[config.mk]
export PLATFORM = sky130hd
export DESIGN_NAME = pwr_flat_mon
export DESIGN_NICKNAME = d
export VERILOG_FILES = /design/src/rtl/pfm_pkg.sv /design/src/rtl/pfm_accum.sv /design/src/rtl/pfm_jump.sv /design/src/rtl/pfm_peak.sv /design/src/rtl/pwr_flat_mon.sv
export SDC_FILE = /design/constraint.sdc
export NUM_CORES = 1
export LEC_CHECK = 0
export BUFFER_PORTS_ARGS = -buffer_cell sky130_fd_sc_hd__buf_4
export CORE_MARGIN = 8
export CORE_UTILIZATION = 65
export DETAILED_ROUTE_END_ITERATION = 10
export PLACE_DENSITY = 0.87
export SYNTH_ARGS = -nofsm -noshare
export SYNTH_HDL_FRONTEND = slang
export SYNTH_SLANG_ARGS = --single-unit
[constraint.sdc]
create_clock -name clk -period 15.1 [get_ports clk]
set_input_delay 0 -clock clk [delete_from_list [all_inputs] [get_ports clk]]
set_output_delay 0 -clock clk [all_outputs]
set_load 0.005 [all_outputs]
[src/rtl/pfm_pkg.sv]
// Package: shared helpers for the power profile flatness monitor.
// Assumes unsigned operands; widths are set by the caller's parameters.
package pfm_pkg;

    // Decide whether the step prev -> cur is a relative jump above gamma.
    // The test |prev-cur|*2^frac > gamma*prev is done in a common width
    // wide enough for both sides, so no product is truncated.
    function automatic logic rel_jump(
        input logic [31:0] prev,
        input logic [31:0] cur,
        input logic [31:0] gamma,
        input int unsigned frac
    );
        logic [63:0] diff;
        logic [63:0] lhs;
        logic [63:0] rhs;
        diff = (prev > cur) ? 64'(prev - cur) : 64'(cur - prev);
        lhs  = diff << frac;
        rhs  = 64'(gamma) * 64'(prev);
        return lhs > rhs;
    endfunction

endpackage

[src/rtl/pfm_accum.sv]
// Running count, sum and sum of squares for one session.
// Assumes the session never holds more than 2^CNT_W-1 samples.
// The *_nxt outputs include the sample taken this cycle.
module pfm_accum #(
    parameter int VAL_W = 8,
    parameter int CNT_W = 16,
    localparam int SUM_W = VAL_W + CNT_W,
    localparam int SQ_W  = 2 * VAL_W + CNT_W
) (
    input  logic             clk,
    input  logic             rst_n,
    input  logic             clr,
    input  logic             take,
    input  logic [VAL_W-1:0] val,
    output logic [CNT_W-1:0] cnt_cur,
    output logic [CNT_W-1:0] cnt_nxt,
    output logic [SUM_W-1:0] sum_nxt,
    output logic [SQ_W-1:0]  sq_nxt
);
    logic [SUM_W-1:0] sum_q;
    logic [SQ_W-1:0]  sq_q;

    // Next totals with this cycle's accepted sample folded in.
    always_comb begin
        cnt_nxt = cnt_cur;
        sum_nxt = sum_q;
        sq_nxt  = sq_q;
        if (take) begin
            cnt_nxt = cnt_cur + CNT_W'(1);
            sum_nxt = sum_q + SUM_W'(val);
            sq_nxt  = sq_q + SQ_W'(val) * SQ_W'(val);
        end
    end

    // Register the totals; a session start zeroes them.
    always_ff @(posedge clk) begin
        if (!rst_n || clr) begin
            cnt_cur <= '0;
            sum_q   <= '0;
            sq_q    <= '0;
        end else begin
            cnt_cur <= cnt_nxt;
            sum_q   <= sum_nxt;
            sq_q    <= sq_nxt;
        end
    end
endmodule

[src/rtl/pfm_jump.sv]
// Counts relative jumps between consecutive accepted samples.
// Assumes gamma is unsigned fixed point with GAM_FRAC fractional bits.
// A zero previous sample makes any nonzero step a jump.
module pfm_jump #(
    parameter int VAL_W    = 8,
    parameter int CNT_W    = 16,
    parameter int GAM_W    = 12,
    parameter int GAM_FRAC = 8
) (
    input  logic             clk,
    input  logic             rst_n,
    input  logic             clr,
    input  logic             take,
    input  logic [VAL_W-1:0] val,
    input  logic [GAM_W-1:0] gamma,
    output logic [CNT_W-1:0] jump_nxt
);
    import pfm_pkg::*;

    logic [VAL_W-1:0] prev_q;
    logic             have_prev_q;
    logic [CNT_W-1:0] jump_q;
    logic             hit;

    // Compare the new sample against the previous accepted one.
    always_comb begin
        hit      = take && have_prev_q &&
                   rel_jump(32'(prev_q), 32'(val), 32'(gamma), GAM_FRAC);
        jump_nxt = jump_q + (hit ? CNT_W'(1) : CNT_W'(0));
    end

    // Keep the previous sample and the running jump count.
    always_ff @(posedge clk) begin
        if (!rst_n || clr) begin
            prev_q      <= '0;
            have_prev_q <= 1'b0;
            jump_q      <= '0;
        end else begin
            jump_q <= jump_nxt;
            if (take) begin
                prev_q      <= val;
                have_prev_q <= 1'b1;
            end
        end
    end
endmodule

[src/rtl/pfm_peak.sv]
// Peak-limit watcher: one-cycle pulse per violation, sticky flag, and the
// position of the first violating sample. Cleared only by session start.
module pfm_peak #(
    parameter int VAL_W = 8,
    parameter int CNT_W = 16
) (
    input  logic             clk,
    input  logic             rst_n,
    input  logic             clr,
    input  logic             take,
    input  logic [VAL_W-1:0] val,
    input  logic [VAL_W-1:0] lim,
    input  logic [CNT_W-1:0] pos,
    output logic             peak_now,
    output logic             peak_hit,
    output logic [CNT_W-1:0] peak_idx
);
    logic over;

    // A violation is an accepted sample strictly above the limit.
    always_comb over = take && (val > lim);

    // Pulse, sticky flag and first-position capture.
    always_ff @(posedge clk) begin
        if (!rst_n || clr) begin
            peak_now <= 1'b0;
            peak_hit <= 1'b0;
            peak_idx <= '0;
        end else begin
            peak_now <= over;
            if (over && !peak_hit) begin
                peak_hit <= 1'b1;
                peak_idx <= pos;
            end
        end
    end
endmodule

[src/rtl/pwr_flat_mon.sv]
// Top of the power profile flatness monitor. It tracks the session window,
// gates samples into the accumulators, and captures results at session end.
// Assumes the start strobe wins over an end strobe in the same cycle.
module pwr_flat_mon #(
    parameter int VAL_W    = 8,
    parameter int CNT_W    = 16,
    parameter int GAM_W    = 12,
    parameter int GAM_FRAC = 8,
    localparam int SUM_W   = VAL_W + CNT_W,
    localparam int SQ_W    = 2 * VAL_W + CNT_W
) (
    input  logic             clk,
    input  logic             rst_n,
    input  logic             sess_start,
    input  logic             sess_end,
    input  logic             smp_vld,
    input  logic [VAL_W-1:0] smp_val,
    input  logic [GAM_W-1:0] thr_gamma,
    input  logic [VAL_W-1:0] peak_lim,
    output logic             res_vld,
    output logic [CNT_W-1:0] res_cnt,
    output logic [SUM_W-1:0] res_sum,
    output logic [SQ_W-1:0]  res_sumsq,
    output logic [CNT_W-1:0] res_jumps,
    output logic             peak_now,
    output logic             peak_hit,
    output logic [CNT_W-1:0] peak_idx
);
    logic             open_q;
    logic             take;
    logic             close;
    logic [CNT_W-1:0] cnt_cur;
    logic [CNT_W-1:0] cnt_nxt;
    logic [SUM_W-1:0] sum_nxt;
    logic [SQ_W-1:0]  sq_nxt;
    logic [CNT_W-1:0] jump_nxt;

    // Sample acceptance and session close qualification.
    always_comb begin
        take  = smp_vld && open_q && !sess_start;
        close = sess_end && open_q && !sess_start;
    end

    pfm_accum #(.VAL_W(VAL_W), .CNT_W(CNT_W)) u_accum (
        .clk(clk), .rst_n(rst_n), .clr(sess_start), .take(take),
        .val(smp_val), .cnt_cur(cnt_cur), .cnt_nxt(cnt_nxt),
        .sum_nxt(sum_nxt), .sq_nxt(sq_nxt)
    );

    pfm_jump #(.VAL_W(VAL_W), .CNT_W(CNT_W), .GAM_W(GAM_W),
               .GAM_FRAC(GAM_FRAC)) u_jump (
        .clk(clk), .rst_n(rst_n), .clr(sess_start), .take(take),
        .val(smp_val), .gamma(thr_gamma), .jump_nxt(jump_nxt)
    );

    pfm_peak #(.VAL_W(VAL_W), .CNT_W(CNT_W)) u_peak (
        .clk(clk), .rst_n(rst_n), .clr(sess_start), .take(take),
        .val(smp_val), .lim(peak_lim), .pos(cnt_cur),
        .peak_now(peak_now), .peak_hit(peak_hit), .peak_idx(peak_idx)
    );

    // Session window and result capture.
    always_ff @(posedge clk) begin
        if (!rst_n) begin
            open_q    <= 1'b0;
            res_vld   <= 1'b0;
            res_cnt   <= '0;
            res_sum   <= '0;
            res_sumsq <= '0;
            res_jumps <= '0;
        end else if (sess_start) begin
            open_q  <= 1'b1;
            res_vld <= 1'b0;
        end else if (close) begin
            open_q    <= 1'b0;
            res_vld   <= 1'b1;
            res_cnt   <= cnt_nxt;
            res_sum   <= sum_nxt;
            res_sumsq <= sq_nxt;
            res_jumps <= jump_nxt;
        end
    end
endmodule

==> flow_summary.toml, run 1 <==
[run_status]
run_status = "completed"

[placed_design]
finalWeightedCongestion = 0.921
dpl_worst_slack_ns = 7.88
hpwl_um = 25300
numPortBuffers = 139
place_area_um2 = 15300
placedCellCount = 1962

[drt]
detail_route.drc_violations = 0
postRouteWirelength_um = 34900
drt-met1-wl_um = 14300
post_route_ant_nets = 0
topRoutingLayerUsed = "met4"
via_per_inst = 5.74
firstDrtPassIters = 7
wl_met2_um = 17000
met3RoutedLength_um = 2660
routed_length_per_placed_instance_um = 17.3
num_vias = 11600
dr_iter_0_viols = 732

[finish]
num_antenna_cells = 0
fill_cells = 1544
num-nets-final = 1979
fin_util_pct = 74.8
area_growth_pct = 14.3
final_layout_size_suffix_gt1_share_pct = 11.9
final_design_area_no_fill_um2 = 16100
stdcell_count = 2013

[cts]
clock_pin_slew_of_the_registers_on_the_worst_case_setup_and_hold_paths_ns = 0.06
numCtsBuffers = 23
ctsHtreeMaxLevel = 1
cts_setup_buffers = 0
worst_skew_pair.late_latency_ns = 0.50
clock_sinks = 205
cts_tree = "done"
clockRootBuffer = "clkbuf_16"
cts-root-to-sink-buffers = 3

[pwr]
power.leakage_nw = 7.17
power_density_nw_per_um2 = 87.3
max-vdd-ir-drop_uv = 108
report.power.total_mw = 1.41

[worst_setup_path]
critPathLaunchType = "flip-flop"
worst_setup_path_end_kind = "flip-flop"
worst_ep_arrival_time_ns = 7.61
crit_type = "flip-flop to flip-flop"
required_ns = 15.43
critical_path_peak_fanout = 15

[run]
maxCapViolCount = 0

[logic_synthesis]
synthesis.instances = 1599
synthDistinctLibCells = 67
postSynthAreaPerCell_um2 = 8.82
share_of_yosys_cell_area_claimed_by_the_top_area_cell_type_pct = 29.1
most_frequently_used_flop_master_after_synthesis = "dfxtp_1"
yosysSeqAreaShare_pct = 29.1
synth.net_count = 1860
yosys_register_bits = 205
synth_most_common_cell = "nor2_1"
netlist_area_um2 = 14100
synth.yosys.warnings = 0
synth_async_sr_flop_share_pct = 0
count_of_flip_flops_with_a_built_in_enable_after_synthesis = 0
synthTopCellsByArea = "dfxtp_1 (29%), fa_1 (14%), ha_1 (11%)"
synth.largest_area_cell = "dfxtp_1"
synth_cell_count_leaders = "nor2_1 (229), dfxtp_1 (205), inv_1 (164)"

[floorplanning]
pin_count = 140
die_area_um2 = 26700
die-height_um = 163
initial_core_util_pct = 65.4
core_region_area_um2 = 21600
chipWidth_um = 163
rows = 54

[sta]
worst_hold_slack_ns = 0.0836
finalClockSkew_ns = 0.0119
worstMarginPinSlew_ns = 1.12
setup_repair_after_global_routing_missed_its_margin = "no"
worst_rel_slew_slack_pct = 25.4
fin_tns_setup_ns = 0
layout_setup_ws_ns = 7.82
fin_crit_sh_pct = 48.2
finalCriticalPeriod_ns = 7.28
final_max_slew_viol_count = 0
final_setup_violations = 0
final-hold-violation-count = 0
maximum_frequency_from_static_timing_analysis_mhz = 137

[grt]
grt_util_all_layers_pct = 26.4
grt_first_pass_wirelength_um = 58300
grt_antenna_before_repair = 0
grt_pass1_vias = 12100
grt_overflow_total = 0
grt_start_max_net_pins = 101

[min_path]
timing.hold.worst.class = "primary input to flip-flop"
[kinds of logic (layout without fill, tap and decap cells)]
kind of cell               after synthesis  count (layout)  synth area share [%]
AOI/OAI and AO/OA                      281             281                  12.7
xor gates and xnor gates                97              97                  6.02
and+or+nand+nor                        521             521                  17.6
DFF                                    205             205                  29.1
adders and majority gates              228             228                  25.7
buffers and inverters                  230             364                  6.24
muxes                                   37              37                  2.64
[cells in the final DEF (no fill, tap or decap), types with 4 or more instances in the layout]
cell type,Yosys,routed
nor2_1,229,229
dfxtp_1,205,205
inv_1,164,164
buf_4,2,147
ha_1,126,126
fa_1,102,102
nand2_1,90,90
a21oi_1,84,84
and2_1,80,80
a211oi_1,66,66
xnor2_1,63,63
o21ai_0,59,59
mux2i_1,35,35
xor2_1,34,34
nand3_1,23,23
clkbuf_16,0,23
and3_1,17,17
nor2b_1,17,16
a21o_1,16,16
nor3_1,14,14
dlygate4sd3_1,0,11
nand4_1,10,10
o21bai_1,7,7
nand2b_1,8,7
or2_2,7,7
clkbuf_1,52,7
o21a_1,6,6
o211ai_1,5,5
and4_1,4,4
nand3b_1,4,4
a21boi_0,4,4
clkbuf_8,0,4
[flip-flops by register name, indices dropped and copies added, names as in the netlist]
| name | count |
|---|---|
| res_sumsq | 32 |
| res_cnt | 16 |
| u_accum.cnt_cur | 16 |
| res_sum | 24 |
| u_accum.sum_q | 24 |
| open_q | 1 |
| res_vld | 1 |
| res_jumps | 16 |
| u_peak.peak_idx | 16 |
| u_accum.sq_q | 32 |
| u_jump.have_prev_q | 1 |
| u_peak.peak_hit | 1 |
| u_jump.prev_q | 8 |
| u_jump.jump_q | 16 |
| u_peak.peak_now | 1 |
[layer usage]
metal	track usage, %	up-vias
met5	0	-
met4	8.34	0
met3	6.30	73
met2	45.4	357
met1	32.0	5597
li1	-	5527
[final timing paths]
check                        start            end  slack (ns)  cells past startpoint
setup / recovery  u_jump.prev_q[6]  res_jumps[12]        7.82                     27
hold / removal            sess_end   res_jumps[1]        0.08                      4
setup reg to reg  u_jump.prev_q[6]  res_jumps[12]        7.82                     27
hold reg to reg       res_jumps[1]   res_jumps[1]        0.47                      2
[report_power, final]
group | switching (mW) | internal [mW]
clock network | 0.215 | 0.301
registers | 0.00796 | 0.552
logic | 0.191 | 0.141
[repair_timing]
action / CTS / global route
hold endpoints to repair: 51 / 0
hold buffers: 11 / 0
gates resized for setup: 0 / 0
endpoints found under the setup margin: 0 / 0
[cell type report]
cell class | instances | area [um2] | area share [%]
sequential | 205 | 4100 | 25.5
clock inverter | 6 | 42.5 | 0.264
inverter | 166 | 623 | 3.86
clock buffer | 34 | 657 | 4.07
tap | 280 | 350 | 2.17
multi-input combinational | 1164 | 9140 | 56.6
timing repair buffer | 158 | 1210 | 7.53
[worst max-delay path: stages, from the launching register on]
cell	delay [ns]
dfxtp_1	0.68
and2_1	0.25
fa_1	0.45
fa_1	0.51
fa_1	0.55
inv_1	0.05
fa_1	0.53
inv_1	0.04
ha_1	0.35
a21oi_1	0.19
nand2_1	0.08
a22o_1	0.24
a211o_1	0.31
a21o_1	0.20
a21oi_1	0.17
xor2_1	0.09
ha_1	0.30
nand4_1	0.10
a2111oi_0	0.47
a41o_1	0.25
o2bb2ai_1	0.07
ha_1	0.23
ha_1	0.23
and3_1	0.22
nand3_1	0.16
nor2_1	0.08
xnor2_1	0.20
a211oi_1	0.10
No activity file was read; power rests on OpenSTA's default activity.
==> inputs of run 2 (changes only) <==
CORE_UTILIZATION = 55   (was 65)
PLACE_DENSITY = 0.78   (was 0.87)
clock period = 6.45 ns   (was 15.1 ns; I/O delays follow)
==> run 2 against run 1 <==
Clock skew is 0.024 ns higher. Sequential power up 130%. Power is 140% higher. Setup slack got worse by 7.7 ns. Clock-buffer cell count down 3. Critical path depth stayed put. Fmax grew 15%. Critical endpoint is now res_jumps[13].
==> flow_summary.toml, run 2 (synthesis results as in run 1) <==
[grt]
grt_pass1_vias = 11900
grt_overflow_total = 0
grt_antenna_before_repair = 1
grt_first_pass_wirelength_um = 58500
grt_util_all_layers_pct = 22.5
grt_start_max_net_pins = 94

[finish]
area_used_by_sequential_logic_in_the_layout_um2 = 4130
fill_cells = 1990
registers_with_the_highest_flip_flop_counts = "res_sumsq (32), u_accum.sq_q (32)"
final_layout_size_suffix_gt1_share_pct = 17.7
mostFrequentLayoutCells = "nor2_1 (226), dfxtp_1 (199), buf_4 (187), inv_1 (158), ha_1 (116)"
num-nets-final = 2021
final_design_area_no_fill_um2 = 16900
area_growth_pct = 19.6
num_antenna_cells = 0
multi_input_area_um2 = 9450
fin_util_pct = 67.0
layout.cells.most_common = "nor2_1"

[sta]
setup_repair_after_global_routing_missed_its_margin = "yes"
maximum_frequency_from_static_timing_analysis_mhz = 157
finalCriticalPeriod_ns = 6.35
fin_crit_sh_pct = 98.4
final_max_slew_viol_count = 0
finalClockSkew_ns = 0.0354
final_setup_violations = 0
fin_tns_setup_ns = 0
final-hold-violation-count = 0
worst_rel_slew_slack_pct = 27.5
worstMarginPinSlew_ns = 1.08

[cts]
worst_skew_pair.late_latency_ns = 0.51
cts-root-to-sink-buffers = 3
cts_tree = "done"
clockRootBuffer = "clkbuf_16"
ctsHtreeMaxLevel = 1
numCtsBuffers = 22
clock_pin_slew_of_the_registers_on_the_worst_case_setup_and_hold_paths_ns = 0.06
clock_sinks = 205

[drt]
detail_route.drc_violations = 0
dr_iter_0_viols = 695
num_vias = 11500
postRouteWirelength_um = 35400
post_route_ant_nets = 0
routed_length_per_placed_instance_um = 16.8
via_per_inst = 5.49
firstDrtPassIters = 5

[worst_setup_path]
setup.reg_to_reg.worst_slack_ns = 0.10
cpMostUsedCell = "fa_1"
critical-path-slowest-cell = "fa_1"
kind_of_cell_adding_the_most_delay_to_the_critical_path = "adder cells"
critPathLaunchType = "flip-flop"
worst_setup_path_end_kind = "flip-flop"
timing.critical_path.buf_inv = 3
required_ns = 6.85
worstReg2RegStart = "u_jump.prev_q[2]"
critical-path-max-stage-delay_ns = 0.58
crit_type = "flip-flop to flip-flop"
critical_path_peak_fanout = 8
start_point_of_the_critical_path = "u_jump.prev_q[2]"
worst_ep_arrival_time_ns = 6.75

[pwr]
power.leakage_nw = 7.39
max-vdd-ir-drop_uv = 185
internal_power_mw = 2.37
switching_share_pct = 28.9
report.power.total_mw = 3.34
part_of_the_power_in_registers_pct = 39.1
combinationalPowerShare_pct = 23.7
power_density_nw_per_um2 = 198
netSwitchingPower_uw = 966
power.share.clock_pct = 37.1

[placed_design]
numPortBuffers = 139
finalWeightedCongestion = 0.920
place_area_um2 = 15700
hpwl_um = 26100

[floorplanning]
initial_core_util_pct = 56.0
core_region_area_um2 = 25200
pin_count = 140
die-height_um = 176
rows = 58
die_area_um2 = 31000
chipWidth_um = 176

[min_path]
hold_path_startpoint = "sess_end"
timing.hold.worst.class = "primary input to flip-flop"

[run]
maxCapViolCount = 0

[run_status]
run_status = "completed"
-- run 2: what timing repair did --
| item | in CTS | in global routing |
|---|---|---|
| resized for setup | 33 | 48 |
| setup endpoints to repair | 23 | 26 |
| hold endpoints to repair | 38 | 0 |
| setup buffers | 0 | 7 |
| pin swaps | 26 | 78 |
| hold buffers | 11 | 0 |
-- run 2: path summary, 6_finish.rpt --
kind | depth (start not counted) | endpoint
setup / recovery | 27 | res_jumps[13]
setup reg to reg | 27 | res_jumps[13]
hold / removal | 3 | res_sumsq[10]
hold reg to reg | 2 | res_jumps[0]
-- run 2: layer usage --
metal / vias to the layer above / track usage, % / wire, um
met5: - / 0 / 0
met4: 0 / 5.83 / 806
met3: 65 / 5.40 / 2500
met2: 304 / 38.8 / 17100
met1: 5559 / 27.7 / 15000
li1: 5607 / - / -
-- run 2: cell type report --
cell class / count / share of cell area [%]
well taps: 330 / 2.45
clock buffers: 31 / 3.89
repair buffers: 201 / 9.14
flip-flops and latches: 205 / 24.5
clock inverters: 5 / 0.327
inverters: 166 / 3.70
multi-input cells: 1164 / 56.0
-- run 2: power groups by stage --
stage,registers [mW],logic (mW),clock network [mW]
6_report,1.31,0.793,1.24
2_1_floorplan,1.33,0.552,0
3_3_place_gp,1.34,0.741,0
3_5_place_dp,1.34,0.763,0
4_1_cts,1.31,0.782,1.26
5_1_grt,1.31,0.890,1.31
-- run 2: worst min-delay path: cells and delay by family --
kind	cells	cell delay [ns]
AOI/OAI and AO/OA	1	0.19
buffers and inverters	1	0.11
and+or+nand+nor	1	0.28
-- run 2: through the flow --
step / worst slack (ns) / hold slack (ns) / std cells
CTS: 0.00251 / 0.0900 / 2095
global route: -0.163 / 0.109 / 2102
floorplan: 0.0658 / 0.117 / 1599
detailed placement: -0.236 / 0.267 / 2048
finish: 0.101 / 0.0938 / 2102
global placement: -0.0679 / 0.253 / 2048
==> inputs of run 3 (changes only) <==
CORE_UTILIZATION = 61   (was 55)
PLACE_DENSITY = 0.82   (was 0.78)
clock period = 7.3 ns   (was 6.45 ns; I/O delays follow)
==> run 3 against run 2 <==
Sequential power fell by 11%. Critical path type unchanged. Fmax shrank 6.8%. Highest routed layer unchanged. Clock skew shrank 0.0063 ns. Sequential share of layout area is 0.99 points higher.
==> flow_summary.toml, run 3 (synthesis results as in run 1) <==
[run_status]
run_status = "completed"

[placed_design]
finalWeightedCongestion = 0.874
numPortBuffers = 139
dpl_worst_slack_ns = 0.157
hpwl_um = 25800

[grt]
grt_first_pass_wirelength_um = 57500
grt_util_all_layers_pct = 24.2
grt_antenna_before_repair = 0
grt_start_max_net_pins = 89
met1_usage_pct = 29.1
grt.met3_usage_pct = 6.48
grt_overflow_total = 0
grt_pass1_vias = 11800
gr_busiest_metal = "met2"
use_met2_pct = 41.4

[min_path]
timing.hold.worst.class = "primary input to flip-flop"
worst_hold_path.num_cells = 3

[pwr]
netSwitchingPower_uw = 846
internal_power_mw = 2.06
max-vdd-ir-drop_uv = 195
combinationalPowerShare_pct = 23.8
power.leakage_nw = 7.18
power_density_nw_per_um2 = 180
report.power.total_mw = 2.91
switching_share_pct = 29.1
part_of_the_power_in_registers_pct = 39.7
power.share.clock_pct = 36.5

[run]
maxCapViolCount = 0

[worst_setup_path]
worst_setup_path_end_kind = "flip-flop"
ff2ff_path_depth = 27
endpoint_of_the_lowest_slack_register_to_register_path = "res_jumps[14]"
worst_ep_arrival_time_ns = 7.21
critPathLaunchType = "flip-flop"
crit_type = "flip-flop to flip-flop"
start_point_of_the_critical_path = "u_jump.prev_q[5]"
setup.reg_to_reg.worst_slack_ns = 0.49
worst_setup_path_endpoint = "res_jumps[14]"
critical_path_peak_fanout = 15
required_ns = 7.70
worstReg2RegStart = "u_jump.prev_q[5]"

[cts]
cts-root-to-sink-buffers = 3
numCtsBuffers = 22
ctsHtreeMaxLevel = 1
clock_pin_slew_of_the_registers_on_the_worst_case_setup_and_hold_paths_ns = 0.06
cts_tree = "done"
worst_skew_pair.late_latency_ns = 0.51
clockRootBuffer = "clkbuf_16"
clock_sinks = 205

[drt]
via_per_inst = 5.66
postRouteWirelength_um = 34100
num_vias = 11400
post_route_ant_nets = 0
dr_iter_0_viols = 737
detail_route.drc_violations = 0
routed_length_per_placed_instance_um = 16.9
firstDrtPassIters = 5

[sta]
worstMarginPinSlew_ns = 1.11
final_max_slew_viol_count = 0
layout_setup_ws_ns = 0.490
finalClockSkew_ns = 0.0291
worst_rel_slew_slack_pct = 25.5
maximum_frequency_from_static_timing_analysis_mhz = 147
worst_hold_slack_ns = 0.0777
finalCriticalPeriod_ns = 6.81
final_setup_violations = 0
fin_crit_sh_pct = 93.3
final-hold-violation-count = 0
fin_tns_setup_ns = 0

[finish]
registers_with_the_highest_flip_flop_counts = "res_sumsq (32), u_accum.sq_q (32)"
fin_util_pct = 71.4
mostFrequentLayoutCells = "nor2_1 (229), dfxtp_1 (200), inv_1 (164), buf_4 (148), ha_1 (125)"
area_growth_pct = 14.6
num_antenna_cells = 0
layout.cells.most_common = "nor2_1"
num-nets-final = 1979
final_layout_size_suffix_gt1_share_pct = 12.4

[floorplanning]
die_area_um2 = 28200
initial_core_util_pct = 62.3
rows = 55
chipWidth_um = 168
core_region_area_um2 = 22600
die-height_um = 168
pin_count = 140
[run 3: per-layer routing]
layer,routed length (um),share of wire [%]
met1,14200,42
met2,16200,48
met3,2480,7.3
met4,1160,3.4
met5,0,0
[run 3: cell type report]
| type | count | area, um2 |
|---|---|---|
| Clock buffer | 32 | 669 |
| Timing Repair Buffer | 159 | 1220 |
| Clock inverter | 3 | 26.3 |
| Fill cell | 1714 | 6480 |
| Multi-Input combinational cell | 1164 | 9150 |
| Inverter | 166 | 623 |
| Tap cell | 285 | 357 |
| Sequential cell | 205 | 4120 |
[run 3: worst max-delay path, cell delays in order (launching register included)]
cell and delay [ns]:
dfxtp_2 0.47, and2_1 0.18, fa_1 0.43, fa_1 0.53
fa_1 0.55, inv_1 0.06, fa_1 0.52, inv_1 0.04
ha_1 0.35, a21oi_1 0.18, nand2_1 0.07, a22o_1 0.24
a211o_1 0.30, a21o_1 0.21, a21oi_1 0.18, xor2_1 0.09
ha_1 0.29, nand4_1 0.11, a2111oi_2 0.32, a41o_1 0.24
o2bb2ai_2 0.08, ha_2 0.20, ha_1 0.21, and3_1 0.21
nand3_1 0.16, nor2_1 0.08, xnor2_1 0.14, a211oi_1 0.23
[run 3: worst min path at each step]
stage	slack, ns	startpoint	to
6_report	0.08	sess_end	res_sumsq[14]
5_1_grt	0.12	sess_end	res_sumsq[14]
4_1_cts	0.07	sess_end	res_sumsq[14]
3_5_place_dp	0.27	sess_start	open_q
3_3_place_gp	0.25	sess_start	open_q
2_1_floorplan	0.12	sess_start	open_q
[run 3: power groups by stage]
stage	clock network, mW	logic (mW)	registers (mW)
after global placement	0	0.646	1.18
after detailed placement	0	0.678	1.18
after CTS	1.08	0.689	1.16
after floorplan	0	0.487	1.18
final	1.06	0.693	1.16
after global routing	1.13	0.782	1.16
[run 3: what timing repair did]
item / 4_1_cts / 5_1_grt
buffers inserted: 0 / 0
hold buffers: 11 / 0
gates resized for setup: 0 / 11
endpoints found under the hold margin: 36 / 0
setup endpoints to repair: 0 / 23
[run 3: through the flow]
stage	area, um2	std cells
after floorplan	14100	1599
after global placement	15300	1968
after detailed placement	15300	1968
after CTS	16100	2014
after global routing	16200	2014
final	16200	2014
